<file path="src/rtl/uart_tx_pkg.sv">
package uart_tx_pkg;
  typedef enum logic [1:0] {
    ST_IDLE  = 2'd0,
    ST_SHIFT = 2'd1,
    ST_BRK   = 2'd2,
    ST_MARK  = 2'd3
  } tx_st_e;
endpackage

</file>
<file path="src/rtl/uart_tx_fifo.sv">
module uart_tx_fifo #(
  parameter int DW    = 8,
  parameter int DEPTH = 8
) (
  input  logic                         clk_i,
  input  logic                         rst_ni,
  input  logic                         push_i,
  input  logic [DW-1:0]                data_i,
  input  logic                         pop_i,
  output logic [DW-1:0]                data_o,
  output logic                         full_o,
  output logic                         empty_o,
  output logic [$clog2(DEPTH+1)-1:0]   count_o
);
  localparam int AW = (DEPTH > 1) ? $clog2(DEPTH) : 1;
  localparam int CW = $clog2(DEPTH+1);

  logic [DW-1:0] mem_q [DEPTH];
  logic [AW-1:0] wr_ptr_q, rd_ptr_q;
  logic [CW-1:0] cnt_q;

  function automatic logic [AW-1:0] ptr_inc(input logic [AW-1:0] p);
    return (p == AW'(DEPTH-1)) ? '0 : p + 1'b1;
  endfunction

  always_ff @(posedge clk_i) begin
    if (push_i) mem_q[wr_ptr_q] <= data_i;
  end

  always_ff @(posedge clk_i or negedge rst_ni) begin
    if (!rst_ni) begin
      wr_ptr_q <= '0;
      rd_ptr_q <= '0;
      cnt_q    <= '0;
    end else begin
      if (push_i) wr_ptr_q <= ptr_inc(wr_ptr_q);
      if (pop_i)  rd_ptr_q <= ptr_inc(rd_ptr_q);
      case ({push_i, pop_i})
        2'b10:   cnt_q <= cnt_q + 1'b1;
        2'b01:   cnt_q <= cnt_q - 1'b1;
        default: cnt_q <= cnt_q;
      endcase
    end
  end

  assign data_o  = mem_q[rd_ptr_q];
  assign full_o  = (cnt_q == CW'(DEPTH));
  assign empty_o = (cnt_q == '0);
  assign count_o = cnt_q;

  a_r5_no_push_full: assert property (@(posedge clk_i) disable iff (!rst_ni)
    full_o |-> !push_i);
  a_r3_no_pop_empty: assert property (@(posedge clk_i) disable iff (!rst_ni)
    empty_o |-> !pop_i);
endmodule

</file>
<file path="src/rtl/uart_tx_bittmr.sv">
module uart_tx_bittmr #(
  parameter int OVS = 16
) (
  input  logic clk_i,
  input  logic rst_ni,
  input  logic tick_i,
  output logic bit_tick_o
);
  localparam int CW = $clog2(OVS);

  logic [CW-1:0] cnt_q;
  logic          wrap;

  assign wrap = (cnt_q == CW'(OVS-1));

  always_ff @(posedge clk_i or negedge rst_ni) begin
    if (!rst_ni)     cnt_q <= '0;
    else if (tick_i) cnt_q <= wrap ? '0 : cnt_q + 1'b1;
  end

  assign bit_tick_o = tick_i && wrap;
endmodule

</file>
<file path="src/rtl/uart_tx_shift.sv">
module uart_tx_shift
  import uart_tx_pkg::*;
#(
  parameter int DW = 8
) (
  input  logic          clk_i,
  input  logic          rst_ni,
  input  logic          bit_tick_i,
  input  logic          brk_req_i,
  input  logic          fifo_empty_i,
  input  logic [DW-1:0] fifo_data_i,
  output logic          pop_o,
  output logic          busy_o,
  output logic          txd_o
);
  localparam int FRAME = DW + 2;
  localparam int IW    = $clog2(FRAME);

  tx_st_e           st_q, st_d;
  logic [IW-1:0]    idx_q, idx_d;
  logic [FRAME-1:0] sh_q, sh_d;
  logic             load;

  always_comb begin
    st_d  = st_q;
    idx_d = idx_q;
    sh_d  = sh_q;
    load  = 1'b0;
    if (bit_tick_i) begin
      if (st_q == ST_SHIFT && idx_q != IW'(FRAME-1)) begin
        idx_d = idx_q + 1'b1;
        sh_d  = {1'b1, sh_q[FRAME-1:1]};
      end else if (st_q == ST_BRK) begin
        if (!brk_req_i) st_d = ST_MARK;
      end else begin
        // frame boundary: queued data first, then break, else idle
        if (!fifo_empty_i) begin
          load  = 1'b1;
          st_d  = ST_SHIFT;
          idx_d = '0;
          sh_d  = {1'b1, fifo_data_i, 1'b0};
        end else if (brk_req_i) begin
          st_d = ST_BRK;
        end else begin
          st_d = ST_IDLE;
        end
      end
    end
  end

  always_ff @(posedge clk_i or negedge rst_ni) begin
    if (!rst_ni) begin
      st_q  <= ST_IDLE;
      idx_q <= '0;
      sh_q  <= '1;
    end else begin
      st_q  <= st_d;
      idx_q <= idx_d;
      sh_q  <= sh_d;
    end
  end

  assign pop_o  = load;
  assign busy_o = (st_q == ST_SHIFT);
  assign txd_o  = (st_q == ST_SHIFT) ? sh_q[0] : (st_q != ST_BRK);

  a_r3_state_on_tick: assert property (@(posedge clk_i) disable iff (!rst_ni)
    (st_q != $past(st_q)) |-> $past(bit_tick_i));
  a_r7_brk_needs_empty: assert property (@(posedge clk_i) disable iff (!rst_ni)
    (st_q == ST_BRK && $past(st_q) != ST_BRK) |-> $past(fifo_empty_i));
  a_r9_mark_after_brk: assert property (@(posedge clk_i) disable iff (!rst_ni)
    ($past(st_q) == ST_BRK && st_q != ST_BRK) |-> st_q == ST_MARK);
  a_r9_mark_high: assert property (@(posedge clk_i) disable iff (!rst_ni)
    (st_q == ST_MARK) |-> txd_o);
endmodule

</file>
<file path="src/rtl/uart_tx_brk.sv">
module uart_tx_brk #(
  parameter int DW    = 8,
  parameter int DEPTH = 8,
  parameter int OVS   = 16
) (
  input  logic          clk_i,
  input  logic          rst_ni,
  input  logic          tick16_i,
  input  logic          wr_en_i,
  input  logic [DW-1:0] wr_data_i,
  input  logic          cmd_enable_i,
  input  logic          cmd_disable_i,
  input  logic          cmd_brk_start_i,
  input  logic          cmd_brk_stop_i,
  output logic          txd_o,
  output logic          tx_rdy_o,
  output logic          tx_emt_o,
  output logic          wr_ovf_o
);
  localparam int CW = $clog2(DEPTH+1);

  logic          en_q, brk_q, ovf_q;
  logic          bit_tick, push, pop, full, empty, busy;
  logic [DW-1:0] head;
  logic [CW-1:0] count;

  assign push = wr_en_i && en_q && !full;

  always_ff @(posedge clk_i or negedge rst_ni) begin
    if (!rst_ni) begin
      en_q  <= 1'b0;
      brk_q <= 1'b0;
      ovf_q <= 1'b0;
    end else begin
      if (cmd_disable_i)     en_q <= 1'b0;
      else if (cmd_enable_i) en_q <= 1'b1;
      if (cmd_disable_i || cmd_brk_stop_i) brk_q <= 1'b0;
      else if (cmd_brk_start_i && en_q)    brk_q <= 1'b1;
      if (wr_en_i && en_q && full) ovf_q <= 1'b1;
    end
  end

  uart_tx_bittmr #(.OVS(OVS)) u_tmr (
    .clk_i      (clk_i),
    .rst_ni     (rst_ni),
    .tick_i     (tick16_i),
    .bit_tick_o (bit_tick)
  );

  uart_tx_fifo #(.DW(DW), .DEPTH(DEPTH)) u_fifo (
    .clk_i   (clk_i),
    .rst_ni  (rst_ni),
    .push_i  (push),
    .data_i  (wr_data_i),
    .pop_i   (pop),
    .data_o  (head),
    .full_o  (full),
    .empty_o (empty),
    .count_o (count)
  );

  uart_tx_shift #(.DW(DW)) u_shift (
    .clk_i        (clk_i),
    .rst_ni       (rst_ni),
    .bit_tick_i   (bit_tick),
    .brk_req_i    (brk_q),
    .fifo_empty_i (empty),
    .fifo_data_i  (head),
    .pop_o        (pop),
    .busy_o       (busy),
    .txd_o        (txd_o)
  );

  assign tx_rdy_o = en_q && !full;
  assign tx_emt_o = en_q && empty && !busy;
  assign wr_ovf_o = ovf_q;

  a_r2_emt_implies_rdy: assert property (@(posedge clk_i) disable iff (!rst_ni)
    tx_emt_o |-> tx_rdy_o);
  a_r6_no_growth_disabled: assert property (@(posedge clk_i) disable iff (!rst_ni)
    $past(!en_q) |-> count <= $past(count));
  a_r5_ovf_sticky: assert property (@(posedge clk_i) disable iff (!rst_ni)
    $past(wr_ovf_o) |-> wr_ovf_o);
endmodule

</file>
<file path="config.mk">
export PLATFORM = sky130hd
export DESIGN_NAME = uart_tx_brk
export DESIGN_NICKNAME = d
export VERILOG_FILES = /design/src/rtl/uart_tx_pkg.sv /design/src/rtl/uart_tx_fifo.sv /design/src/rtl/uart_tx_bittmr.sv /design/src/rtl/uart_tx_shift.sv /design/src/rtl/uart_tx_brk.sv
export SDC_FILE = /design/constraint.sdc
export NUM_CORES = 1
export LEC_CHECK = 0
export BUFFER_PORTS_ARGS = -buffer_cell sky130_fd_sc_hd__buf_2
export CORE_UTILIZATION = 65
export DETAILED_ROUTE_END_ITERATION = 10
export PLACE_DENSITY = 0.84
export SLEW_MARGIN = 30
export SYNTH_ARGS = -nofsm -noshare
export SYNTH_HDL_FRONTEND = slang
export SYNTH_SLANG_ARGS = --single-unit
</file>
<file path="constraint.sdc">
create_clock -name clk_i -period 8.3 [get_ports clk_i]
set_clock_uncertainty 0.05 [all_clocks]
set_input_delay 0.83 -clock clk_i [delete_from_list [all_inputs] [get_ports clk_i]]
set_output_delay 0.83 -clock clk_i [all_outputs]
set_load 0.03 [all_outputs]
</file>
# After elaboration in Yosys (flattened, before gate mapping)
# Memory sizes are Yosys's and may differ from the RTL's.
# Cells that the tools add are included.
classes:
  add_sub_neg: 6
  eq_ne: 13
  n_mux: 25
  bitwise: 1
  reduce_logical: 18
op_table:
  columns: ["op", "count"]
  rows:
  - ["$mux W10", 3]
  - ["$mux W4", 4]
  - ["$add A4 B1 Y4 const B", 3]
  - ["$mux W1", 11]
  - ["$logic_and A1 B1 Y1", 9]
  - ["$eq A4 B4 Y1 const B", 2]
  - ["$mux W2", 4]
  - ["$pmux W4 S2", 1]
  - ["$add A3 B1 Y3 const B", 2]
  - ["$eq A3 B3 Y1 const B", 2]
  - ["$mux W3", 2]
  - ["$reduce_and A3 Y1", 2]
  - ["$reduce_bool A2 Y1", 3]
  - ["$eq A2 B1 Y1 const B", 2]
  - ["$eq A2 B2 Y1 const B", 2]
  - ["$logic_not A4 Y1", 1]
  - ["$ne A2 B1 Y1 const B", 2]
  - ["$ne A2 B2 Y1 const B", 2]
  - ["$ne A4 B4 Y1 const B", 1]
  - ["$sub A4 B1 Y4 const B", 1]
  - ["$logic_not A1 Y1", 2]
  - ["$logic_or A1 B1 Y1", 1]
  - ["$not A1 Y1", 1]
word_totals:
  register_bits: 33
  ramBits: 64
  input_bits: 16
  out_inout_bits: 4
  elab_cells: 74
  mem_count: 1
memory_table:
  columns: ["memory", "words", "width", "rd", "rd_ports_with_merged_regs", "write_ports", "line", "text"]
  rows:
  - ["u_fifo.mem_q", 8, 8, 1, 0, 1, "uart_tx_fifo.sv:18", "logic [DW-1:0] mem_q [DEPTH];"]

# Logic depth before layout (Yosys ltp)
depth:
  depth_word: 7
  depth_mapped: 15

# Cells and area by module
# Synthesis repeated with hierarchy kept, for this count alone.
hier_totals:
  hier_cells: 253
  area_unflattened_um2: 4227.8
by_module_without_submodules:
  columns: ["mod", "instances", "cells_per_inst", "area_each_um2"]
  rows:
  - ["uart_tx_fifo", 1, 151, 3074.2]
  - ["uart_tx_shift", 1, 75, 829.5]
  - ["uart_tx_bittmr", 1, 16, 193.9]
  - ["uart_tx_brk", 1, 11, 130.1]

# Least setup slack after synthesis
# Ideal clock, no wire load.
synth_timing:
  path_kind: "input port to flip-flop"
  startpoint: "in tick16_i"
  endpoint: "reg u_fifo.cnt_q[2] (netlist: u_fifo.count_o[2])"
  setup_time_ps: 126
  arrival_ps: 2721
  t_required_ps: 8124
  path_slack_ps: 5403
  stages: 12
  path_cell_list: "clkbuf_1 -> and4_1 -> clkbuf_1 -> and3_4 -> buf_6 -> ha_1 -> xor2_1 -> ha_1 -> a21oi_1 -> xor2_1 -> nor2_1 -> xor2_1"
synth_between:
  elab_chain_cells: 4
  word_cells_on_any_way: 6
  cone_classes: "eq/ne (2); mux (2); reduce/logical (2)"
synth_lines:
  columns: ["item", "line", "text"]
  rows:
  - ["start: declaration", "uart_tx_brk.sv:8", "input logic tick16_i,"]
  - ["$logic_and A1 B1 Y1 (*)", "uart_tx_bittmr.sv:21", "assign bit_tick_o = tick_i && wrap;"]
  - ["$mux W1 (*)", "uart_tx_shift.sv:29", "if (bit_tick_i) begin"]
  - ["via pop", "uart_tx_brk.sv:23", "logic bit_tick, push, pop, full, empty, busy;"]
  - ["$eq A2 B1 Y1 / $eq A2 B2 Y1 (equally long branches)", "uart_tx_fifo.sv:38", "case ({push_i, pop_i})"]
  - ["$pmux W4 S2 / $reduce_bool A2 Y1 (equally long branches)", null, null]
  - ["end signal: assignment", "uart_tx_fifo.sv:39", "2'b10: cnt_q <= cnt_q + 1'b1;"]
  - ["end signal: assignment", "uart_tx_fifo.sv:40", "2'b01: cnt_q <= cnt_q - 1'b1;"]
  - ["end signal: assignment", "uart_tx_fifo.sv:41", "default: cnt_q <= cnt_q;"]
  - ["end: declaration", "uart_tx_fifo.sv:20", "logic [CW-1:0] cnt_q;"]
# Mark *: on every way through the listed nets, which the timed path passes. The rest lies on a longest branch.
# A chain may end at the register's enable or synchronous reset.

# Final worst setup path
layout_timing:
  startpoint: "reg u_shift.idx_q[1]"
  endpoint: "reg u_fifo.cnt_q[3] (netlist: u_fifo.count_o[3])"
layout_between:
  elab_chain_cells: 6
  word_cells_on_any_way: 8
  cone_classes: "eq/ne (3); mux (3); reduce/logical (2)"
layout_lines:
  columns: ["item", "line", "text"]
  rows:
  - ["start: declaration", "uart_tx_shift.sv:20", "logic [IW-1:0] idx_q, idx_d;"]
  - ["start signal: assignment", "uart_tx_shift.sv:58", "idx_q <= idx_d;"]
  - ["$ne A4 B4 Y1 (*)", "uart_tx_shift.sv:30", "if (st_q == ST_SHIFT && idx_q != IW'(FRAME-1)) begin"]
  - ["$logic_and A1 B1 Y1 (*)", "uart_tx_shift.sv:30", null]
  - ["$mux W1 (*)", "uart_tx_shift.sv:30", null]
  - ["$mux W1 (*)", "uart_tx_shift.sv:29", null]
  - ["$eq A2 B1 Y1 / $eq A2 B2 Y1 (equally long branches)", "uart_tx_fifo.sv:38", null]
  - ["$pmux W4 S2 / $reduce_bool A2 Y1 (equally long branches)", null, null]
# Every way passes the cells marked *; elsewhere a longest branch is shown, timed or not.

==> out/qor.yml <==
finish:
  nets: 301
  utilization: 0.7407
  drive_above_1_share: 0.2679
  finalNonFillerCells: 355
  area_growth_pct: 8.222
  final_cell_area_mm2: 0.004463
  n_antenna_cell: 0
floorplan:
  die_x_um: 81.65
  dieArea_mm2: 0.006667
  start_util: 0.6844
  rows: 28
  core_mm2: 0.006026
  die_h_um: 81.65
  io_pins: 20
power_and_ir_drop:
  power.leakage_nw: 1.584
  p_per_area_mw_per_mm2: 271.9
  ir_drop_uv: 155.4
sta:
  max_slew_margin: 0.4181
  hold_violations: 0
  worst_pin_slew_ns: 0.8697
  period_needed_ns: 2.925
  fmax_ghz: 0.3419
  post-route-period-util: 0.3523
  setup_violations: 0
  final-max-slew-violation-count: 0
  setup_tns_ns: 0
  rsz0062_at_grt: "no"
logic_synthesis:
  syn_area_mm2: 0.004124
  avgSynthCellArea_um2: 16.30
  yosysWarningCount: 0
  yosysUniqueCellTypes: 53
  synth_top_cell_area_share: 0.4660
  ys.flop_type: "edfxtp_1"
  yosys.cell_count.top_type: "edfxtp_1"
  ys_ff_latch: 96
  yosysTopAreaCell: "edfxtp_1"
  synthesis.nets: 279
  synthArstFlopShare: 0.3333
  synth_common_cells: "64 x edfxtp_1, 23 x dfrtp_1, 16 x mux4_2"
  ys_top_cells_by_area: "edfxtp_1 47%, dfrtp_1 14%, mux4_2 8.7%"
  syn_inst: 253
  ys_seq_area_frac: 0.6629
  synth_edf_count: 64
clock_tree:
  cts_resized: 0
  clock_latency_ns: 0.36
  cts_sinks: 96
  clk_path_buf_depth: 2
  cts_tree: "done"
  clkTransAtPathRegs_ns: 0.10
  htree_levels: 3
  numCtsBuffers: 9
  cts_hold_buf: 0
  cts-root-buf: "clkbuf_8"
  post-cts-setup-buffers: 0
setup_path:
  setup.worst_path.end: "u_fifo.count_o[3]$_DFFE_PN0P_"
  worstRegToRegCells: 10
  startpoint: "u_shift.idx_q[1]$_DFFE_PN0P_"
  cpLargestDelayFamily: "simple AND/OR/NAND/NOR gates"
  critPathLaunchType: "flop"
  crit_buf_inv: 1
  critical_path_class: "flop to flop"
  critPathSlowestCell: "dfrtp_1"
  crit_fanout: 10
  r2r-start: "u_shift.idx_q[1]$_DFFE_PN0P_"
  end_kind: "flop"
  worstPathRequired_ns: 8.54
  critical_path_arrival_ns: 3.17
  path_cells: "inv_1 -> ha_1 -> and3b_1 -> or2_1 -> and3_4 -> ha_1 -> nor4bb_1 -> a211oi_1 -> a211oi_1 -> xor2_1"
  r2r-end: "u_fifo.count_o[3]$_DFFE_PN0P_"
  critPathMaxStageDelay_ns: 0.41
  path_depth: 10
  rrSetupSlack_ns: 5.38
route:
  drc: 0
  dr.pass1.iters: 4
  routed_wl_mm: 7.092
  postRouteAntennaNets: 0
  vias: 2231
  vias_per_cell: 6.285
  drt_iter0_markers: 121
  wl_per_cell_um: 19.98
global_routing:
  grt_pass1_wl_mm: 11.31
  grt_use_met2: 0.4042
  grt-ovfl-total: 0
  grt_use_total: 0.2456
  first_global_vias: 2222
  grt_max_degree: 33
  grt_util_met3: 0.05000
  antenna_found_initial: 0
  grtUsageMet1: 0.3276
  top_usage_layer: "met2"
worst_hold_path:
  hold_class: "flop to flop"
place:
  dp_hpwl_mm: 4.611
  place_inst: 339
  place_area_mm2: 0.004270
  io_buffers: 19
  place_congestion: 0.7594
run_status:
  status: "finished, final reports clean"
job:
  maxCapViolations: 0
[power by group]
part           switching [mW]  total [mW]  internal, mW
sequential             0.0863       0.683         0.597
combinational           0.121       0.248         0.127
clock                   0.168       0.283         0.115
total                   0.375        1.21         0.838
[kinds of logic (layout without fill, tap and decap cells)]
kind of cell,count (synthesis),in the layout,synth area share
flops,96,96,0.6629
simple gates,51,51,0.07009
compound gates,41,41,0.06796
mux,33,33,0.1335
buf+inv,16,43,0.02245
fa+ha+maj,10,10,0.03034
xor+xnor,6,6,0.01274
[area by class of cell]
type	instances	area [um^2]
clock inverters	7	68.82
flip-flops and latches	96	2735
inverters	3	11.26
multi-input cells	141	1297
well taps	75	93.84
fillers	364	1563
clock buffers	9	123.9
repair buffers	24	132.6
[stage by stage]
stage,total power [mW],worst slack (ns),hold slack (ns)
3_5_place_dp,0.9387,5.369,0.4143
5_1_grt,1.279,5.180,0.4574
2_1_floorplan,0.8688,5.403,0.4242
3_3_place_gp,0.9192,5.504,0.3943
6_report,1.214,5.376,0.4326
4_1_cts,1.220,5.364,0.4372
[worst min-delay path by stage]
stage	startpoint	slack, ns	to	cells after the start
2_1_floorplan	u_fifo.count_o[3]$_DFFE_PN0P_	0.42	u_fifo.count_o[3]$_DFFE_PN0P_	1
3_3_place_gp	wr_ovf_o$_DFFE_PN0P_	0.39	wr_ovf_o$_DFFE_PN0P_	1
3_5_place_dp	wr_ovf_o$_DFFE_PN0P_	0.41	wr_ovf_o$_DFFE_PN0P_	1
4_1_cts	wr_ovf_o$_DFFE_PN0P_	0.44	wr_ovf_o$_DFFE_PN0P_	1
5_1_grt	wr_ovf_o$_DFFE_PN0P_	0.46	wr_ovf_o$_DFFE_PN0P_	1
6_report	wr_ovf_o$_DFFE_PN0P_	0.43	wr_ovf_o$_DFFE_PN0P_	1
[registers in the layout (all words and copies together), names as in the netlist]
register and flops:
u_fifo.count_o 4, u_fifo.rd_ptr_q 3, wr_ovf_o 1, en_q 1, u_shift.st_q 2, u_shift.sh_q 9, brk_q 1, u_shift.idx_q 4
u_tmr.cnt_q 4, u_fifo.mem_q 64, u_fifo.wr_ptr_q 3
[routing by layer]
| metal | vias up | part of all wire |
|---|---|---|
| met4 | 0 | 0.014 |
| met3 | 10 | 0.046 |
| met5 | - | 0 |
| met2 | 61 | 0.52 |
| li1 | 1046 | - |
| met1 | 1114 | 0.43 |
[cell usage in the layout (no fill, tap or decap), types with 3 or more instances in the layout]
cell type   n
a21oi_1     7
nor3_1     14
nand2b_1    3
dfstp_2     9
nand2_1     7
ha_1       10
mux2i_1    10
o21ai_0     6
nand3_1     3
buf_4       5
mux2_4      3
xor2_1      4
a31oi_1     7
buf_2      19
mux4_2     16
clkbuf_8    9
edfxtp_1   64
dfrtp_1    22
o22a_1      7
clkinv_4    3
nor2_1      9
inv_1       3
No activity file was read; power rests on OpenSTA's default activity.
